===== src/rtl/window_watchdog.sv =====
module window_watchdog #(
  parameter int          CNT_W = 6,
  parameter int          PSC_W = 11,
  parameter logic [31:0] KEY   = 32'h0000_5AA5
) (
  input  logic        clk,
  input  logic        rst_n,
  input  logic        wd_tick,
  input  logic        bus_wr,
  input  logic [1:0]  bus_addr,
  input  logic [31:0] bus_wdata,
  output logic [31:0] bus_rdata,
  output logic        irq,
  output logic        rst_req
);
  localparam logic [CNT_W-1:0] CNT_MAX = {CNT_W{1'b1}};
  localparam logic [1:0] A_CTL = 2'd0, A_RLD = 2'd1, A_STS = 2'd2, A_CNT = 2'd3;

  function automatic logic [PSC_W-1:0] step_last(input logic [3:0] code);
    int k, v;
    if (code < 4'd8) v = 1 << code;
    else begin
      k = int'(code) - 8;
      v = k[0] ? (1 << (8 + k / 2)) : (3 << (6 + k / 2));
    end
    return PSC_W'(v - 1);
  endfunction

  logic             en_q, ie_q, locked_q, flag_q, rst_q;
  logic [3:0]       sel_q;
  logic [CNT_W-1:0] cmp_q, cnt_q;
  logic [PSC_W-1:0] psc_q;

  wire ctl_wr  = bus_wr && bus_addr == A_CTL && !locked_q;
  wire key_wr  = bus_wr && bus_addr == A_RLD && bus_wdata == KEY && en_q;
  wire early   = key_wr && cnt_q > cmp_q;
  wire refresh = key_wr && !early;
  wire step    = en_q && wd_tick && psc_q == '0;
  wire clr     = bus_wr && bus_addr == A_STS && bus_wdata[0];

  always_ff @(posedge clk) begin
    if (!rst_n) begin
      en_q <= 1'b0; ie_q <= 1'b0; locked_q <= 1'b0;
      sel_q <= '0; cmp_q <= '0;
    end else if (ctl_wr) begin
      en_q     <= bus_wdata[0];
      ie_q     <= bus_wdata[1];
      sel_q    <= bus_wdata[11:8];
      cmp_q    <= bus_wdata[16 +: CNT_W];
      locked_q <= 1'b1;
    end
  end

  always_ff @(posedge clk) begin
    if (!rst_n) begin
      cnt_q <= CNT_MAX;
      psc_q <= '0;
    end else if (ctl_wr) begin
      psc_q <= step_last(bus_wdata[11:8]);
    end else if (refresh) begin
      cnt_q <= CNT_MAX;
      psc_q <= step_last(sel_q);
    end else if (en_q && wd_tick) begin
      if (psc_q == '0) begin
        psc_q <= step_last(sel_q);
        if (cnt_q != '0) cnt_q <= cnt_q - 1'b1;
      end else begin
        psc_q <= psc_q - 1'b1;
      end
    end
  end

  always_ff @(posedge clk) begin
    if (!rst_n) begin
      flag_q <= 1'b0;
      rst_q  <= 1'b0;
    end else begin
      if (step && cnt_q == cmp_q) flag_q <= 1'b1;
      else if (clr)               flag_q <= 1'b0;
      if (early || (step && cnt_q == '0)) rst_q <= 1'b1;
    end
  end

  assign irq     = flag_q & ie_q;
  assign rst_req = rst_q;

  always_comb begin
    bus_rdata = '0;
    case (bus_addr)
      A_CTL: begin
        bus_rdata[0]            = en_q;
        bus_rdata[1]            = ie_q;
        bus_rdata[11:8]         = sel_q;
        bus_rdata[16 +: CNT_W]  = cmp_q;
      end
      A_STS:   bus_rdata[0] = flag_q;
      A_CNT:   bus_rdata[CNT_W-1:0] = cnt_q;
      default: bus_rdata = '0;
    endcase
  end

  assert_rst_sticky_R11: assert property (@(posedge clk) disable iff (!rst_n)
    rst_req |=> rst_req);

  assert_ctl_frozen_R2: assert property (@(posedge clk) disable iff (!rst_n)
    locked_q |=> $stable(en_q) && $stable(ie_q) && $stable(sel_q) && $stable(cmp_q));

  assert_cnt_rise_only_reload_R8: assert property (@(posedge clk) disable iff (!rst_n)
    (cnt_q > $past(cnt_q)) |-> cnt_q == CNT_MAX);

  assert_flag_at_match_R5: assert property (@(posedge clk) disable iff (!rst_n)
    $rose(flag_q) |-> ($past(cnt_q) == cmp_q && $past(psc_q) == '0 && $past(wd_tick)));

  assert_early_key_R10: assert property (@(posedge clk) disable iff (!rst_n)
    (bus_wr && bus_addr == A_RLD && bus_wdata == KEY && en_q && cnt_q > cmp_q) |=> rst_req);
endmodule


===== config.mk =====
export PLATFORM = sky130hd
export DESIGN_NAME = window_watchdog
export DESIGN_NICKNAME = d
export VERILOG_FILES = /design/src/rtl/window_watchdog.sv
export SDC_FILE = /design/constraint.sdc
export NUM_CORES = 1
export LEC_CHECK = 0
export CAP_MARGIN = 5
export CELL_PAD_IN_SITES_DETAIL_PLACEMENT = 0
export CELL_PAD_IN_SITES_GLOBAL_PLACEMENT = 1
export CORE_MARGIN = 5
export CORE_UTILIZATION = 42
export CTS_CLUSTER_DIAMETER = 120
export DETAILED_ROUTE_END_ITERATION = 8
export GPL_TIMING_DRIVEN = 0
export PLACE_DENSITY_LB_ADDON = 0.08
export REMOVE_ABC_BUFFERS = 1
export SKIP_LAST_GASP = 1
export SYNTH_ARGS = -nofsm -noshare
export SYNTH_HDL_FRONTEND = slang
export SYNTH_SLANG_ARGS = --single-unit

===== constraint.sdc =====
create_clock -name clk -period 7.6 [get_ports clk]
set_input_delay 1.9 -clock clk [delete_from_list [all_inputs] [get_ports clk]]
set_output_delay 1.9 -clock clk [all_outputs]
set_load 0.005 [all_outputs]

**Word-level counts from Yosys, hierarchy flattened**

Index checks and enable logic that the tools add are counted.

- $add $sub $neg: 13
- Order comparisons: 3
- Eq/ne operators: 5
- Shift operators: 6
- Multiplexer cells: 29
- Bitwise logic cells: 4
- Reductions and logical operators: 26

Operators by type and width:

| cell | count |
|---|---|
| 11-bit 2-to-1 mux | 18 |
| 32-bit by 1-bit adder with 32-bit output | 2 |
| 4-bit by 32-bit adder with 32-bit output, first input constant | 2 |
| 5-bit by 32-bit adder with 32-bit output, first input constant | 2 |
| 1-bit by 32-bit left shift with 11-bit output, first input constant | 2 |
| 2-bit by 32-bit left shift with 11-bit output, first input constant | 2 |
| 11-bit by 2-bit subtractor with 11-bit output, second input constant | 3 |
| 32-bit by 15-bit equality test with 1-bit output, second input constant | 1 |
| 6-bit 2-to-1 mux | 5 |
| 1-bit by 4-bit left shift with 11-bit output, first input constant | 2 |
| 1-bit logical AND | 13 |
| 11-bit logical NOT | 1 |
| 11-bit by 1-bit subtractor with 11-bit output, second input constant | 1 |
| 4-bit by 4-bit subtractor with 5-bit output, second input constant | 2 |
| 4-bit < comparator, second input constant | 2 |
| 4-bit 2-to-1 mux | 2 |
| 2-bit nonzero test | 4 |
| 6-bit equality test | 1 |
| 6-bit greater-than comparator | 1 |
| 6-bit logical NOT | 1 |
| 6-bit nonzero test | 1 |
| 6-bit by 1-bit subtractor with 6-bit output, second input constant | 1 |
| 2-bit equality test, second input constant | 2 |
| 4-bit AND reduction | 1 |
| 10 further kinds | 14 |

- Register bits: 32
- Input bits: 38
- Logic and storage cells: 95

**Longest topological paths before layout**

- Depth after elaboration: 17
- Depth in mapped cells: 20
- Mapped depth without buffers: 19

**Worst setup path after synthesis**

Ideal clock, no wire load.

- Path type: input to register
- Start: in bus_wdata[8]
- End: reg psc_q[8]
- Arrival: 5.204 ns
- Required time: 7.477 ns
- Setup slack: 2.273 ns
- Stages on the path: 19
- Buffers on the path: 3
- Cells stage by stage: clkbuf_1 -> nand2_1 -> inv_1 -> ha_1 -> ha_1 -> clkbuf_1 -> inv_1 -> ha_1 -> clkbuf_1 -> or4b_1 -> a21oi_1 -> o211ai_1 -> o21a_1 -> ha_1 -> and3_1 -> and3_1 -> xnor2_1 -> a22oi_1 -> a21boi_1

- Longest elaborated chain between the ends: 11

RTL lines:

| element | RTL line | RTL |
|---|---|---|
| from (decl) | 11 | `input logic [31:0] bus_wdata,` |
| 4-bit by 4-bit subtractor with 5-bit output | 23 | `k = int'(code) - 8;` |
| 1-bit AND (no source line) | - |  |
| 32-bit by 1-bit adder with 32-bit output (no source line) | - |  |
| 4-bit by 32-bit adder with 32-bit output / 5-bit by 32-bit adder with 32-bit output (equally long branches) | 24 | `v = k[0] ? (1 << (8 + k / 2)) : (3 << (6 + k / 2));` |
| 2-bit by 32-bit left shift with 11-bit output / 1-bit by 32-bit left shift with 11-bit output (equally long branches) | 24 |  |
| 11-bit 2-to-1 mux | 24 |  |
| 11-bit 2-to-1 mux | 21 | `if (code < 4'd8) v = 1 << code;` |
| 11-bit 2-to-1 mux | 58 | `end else if (ctl_wr) begin` |
| 11-bit 2-to-1 mux | 55 | `if (!rst_n) begin` |
| 11-bit by 2-bit subtractor with 11-bit output | 26 | `return PSC_W'(v - 1);` |
| 11-bit 2-to-1 mux | 58 |  |
| to (signal assigned) | 59 | `psc_q <= step_last(bus_wdata[11:8]);` |
| to (signal assigned) | 62 | `psc_q <= step_last(sel_q);` |
| to (signal assigned) | 65 | `psc_q <= step_last(sel_q);` |
| to (decl) | 32 | `logic [PSC_W-1:0] psc_q;` |

Parallel ways exist; a longest one is shown, timed or not. The select of a mux whose other input is x is not followed.
A chain may end at the register's enable or synchronous reset.

**Final worst setup path**

- Start: in bus_wdata[11]
- End: reg psc_q[10]

The elaborated chain is that of the path after synthesis.

==> metrics.txt <==
number of hold violations in the final report 0; register area share after synthesis 0.163; most frequent cells in the layout nand2_1, clkdlybuf4s50_1, nor2_1, dfxtp_1, ha_1; ANT nets after route 0; CP max-delay cell clkdlybuf4s50_1; nets@finish 646; syn avg cell area between 7 and 8 µm²; most common cell after layout, fill and taps aside nand2_1; Slew Limit Headroom 0.309; Tot Pwr 0.000519 W; largest net degree at the start of global routing 30; aggregate routed wire length between 10000 and 15000 µm; WL/cell between 15 and 20 µm; Cell Pwr Density around 110 mW/mm²; initial DRC count approximately 210; Overflow after GRT 0; GPL Wtd Cong between 0.8 and 0.9; vias in the first global route 3749; outcome finished, final reports clean; initial antenna violation count 0; # setup viols final 0; pre-CTS setup slack about 0.94 ns; post-CTS sizing 0; row count 35; slowest cell delay on critical path between 0.7 and 0.8 ns; Hold Path Cell Cnt 2; Syn Inst Count 542; setup TNS 0 ns; number of cells on the worst reg-to-reg path 15; postcts setup bufs 0; Clock Path Buffers 2; VDD IR-drop max around 75 µV; Yosys top cell area share 0.163; Reg clk slew, reported paths 0.08 ns; Setup CP Type input pin to register; gr usage total 0.195; final HPWL from detailed placement 8870 µm; CP Cell Sequence clkdlybuf4s50_1 -> inv_1 -> nand2_1 -> inv_1 -> ha_1 -> ha_1 -> inv_1 -> ha_1 -> or4b_1 -> a21oi_1 -> o211ai_1 -> o21a_1 -> ha_1 -> and3_1 -> and3_1 -> nand3_1 -> xnor2_1 -> o22ai_1; worst r2r src sel_q[0]$_SDFFE_PN0P_; min-delay worst type register to register; post-synthesis async set-or-reset flop share 0; Die X 107 µm; Worst setup EP type register; Post-CTS Hold Buffers 0; Num CTS Buffers 5; via count between 4000 and 5000; Leakage Power 1.72 nW; max-capacitance violation count 0; Mapped Area 0.00393 mm²; CTS tree done; yosys warns 0; first-pass GRT wire length 18500 µm; Final Cycle Share 0.849; IO Pins between 70 and 80; WHS Endpoint cmp_q[4]$_SDFFE_PN0P_; slew at the pin with the worst max-slew slack between 1 and 1.5 ns; Worst Skew between 0.009 and 0.01 ns; drt drc 0; Req. time, crit path slightly below 8 ns; Core Area around 0.009 mm²; Slew Limit Fails 0; Post-synth EDFFs 0; P&R area growth vs syn 15.9%; Port-buffer cells 55; Hold WS between 0.4 and 0.5 ns; final worst slack roughly 1.1 ns; hold_sp cmp_q[4]$_SDFFE_PN0P_; reg2reg end psc_q[9]$_SDFFE_PN0P_; RSZ-0062 raised after global routing no; Yosys cell types roughly 70; Via density approximately 6.0; FF-to-FF setup slack roughly 2.6 ns; CP Max Fanout 17; CTS Sinks 32; Most used DFF post-synth dfxtp_1; post-synth top area cell dfxtp_1; #FFs+latches synth 32; share of layout cells above drive strength 1 0.0380; drt first pass iters 5; Worst EP arrival roughly 6.6 ns; CTS root buffer clkbuf_8; Clock Latency Late Sink a little under 0.3 ns; Setup crit start kind input pin; die height between 100 and 150 µm; fin util 0.495; most used cell, CP ha_1; top cells by area, synth dfxtp_1, ha_1, nand2_1, nand3_1, buf_4; CTS HTree Levels 2; ant diodes 0; Final min period 6.45 ns; Starting Density 0.427; fmax around 150 MHz; total die area roughly 0.011 mm²
==> registers in the layout, indices dropped and copies added (netlist names) <==
register  count
psc_q        11
flag_q        1
cnt_q         6
ie_q          1
locked_q      1
sel_q         4
en_q          1
cmp_q         6
rst_req       1
==> how the worst max path moves through the flow <==
stage	start	endpoint	slack (ns)
finish	bus_wdata[11]	psc_q[10]$_SDFFE_PN0P_	1.15
global route	bus_wdata[11]	psc_q[8]$_SDFFE_PN0P_	0.78
CTS	bus_wdata[11]	psc_q[8]$_SDFFE_PN0P_	1.21
detailed placement	bus_wdata[11]	psc_q[8]$_SDFFE_PN0P_	0.94
global placement	bus_wdata[11]	psc_q[8]$_SDFFE_PN0P_	0.92
floorplan	bus_wdata[11]	psc_q[8]$_SDFFE_PN0P_	2.37
==> metrics by stage <==
stage          instances  area, µm²
3_3_place_gp         681       4440
5_1_grt              690       4550
4_1_cts              690       4550
3_5_place_dp         682       4460
6_report             690       4550
2_1_floorplan        515       3750
==> area by class of cell <==
| cell class | instances | area (µm²) |
|---|---|---|
| Timing Repair Buffer | 56 | 566 |
| Tap cell | 111 | 139 |
| Inverter | 28 | 105 |
| Clock buffer | 5 | 68.8 |
| Fill cell | 930 | 4650 |
| Multi-Input combinational cell | 455 | 3010 |
| Sequential cell | 32 | 641 |
| Clock inverter | 3 | 18.8 |
==> Yosys cell counts (7+ instances only) <==
cell type  count
nand2b_1      12
clkbuf_1      21
dfxtp_1       32
nor3_1        21
nor2_1        33
nor2b_1       12
nand2_1       59
a22oi_1        7
a21boi_0      15
xnor2_1       13
o21ai_0       22
o21a_1         8
and2_1        18
inv_1         28
nor4_1         9
a21oi_1       24
xor2_1         9
nand3_1       26
nand4_1        8
buf_4         17
ha_1          30
and3_1        11
==> metal layers <==
| layer | routed length [µm] | global-route usage | part of all wire | vias up |
|---|---|---|---|---|
| met4 | 99 | 0.0356 | 0.0087 | 0 |
| met1 | 5110 | 0.274 | 0.45 | 1905 |
| met3 | 951 | 0.0289 | 0.084 | 13 |
| met2 | 5200 | 0.318 | 0.46 | 183 |
| li1 | - | - | - | 2029 |
| met5 | 0 | 0 | 0 | - |
==> cell families after synthesis <==
group,after synthesis,synth area share
simple gates,249,0.352
compound gates,134,0.244
buf+inv,70,0.0845
flops,32,0.163
fa+ha+maj,30,0.0956
xor+xnor,22,0.0491
mux,4,0.0105
other cells,1,0.000955
==> power breakdown <==
part / internal [W] / switching [W]
clock network: 0.0000638 / 0.0000693
registers: 0.000175 / 0.00000864
logic: 0.0000885 / 0.000114
==> critical path, delay by kind of cell <==
family | cells | cell delay [ns]
fa+ha+maj | 4 | 1.41
buf+inv | 4 | 1.27
simple gates | 5 | 1.15
compound gates | 4 | 0.72
xor+xnor | 1 | 0.16
Power figures use the tool's default switching activity.
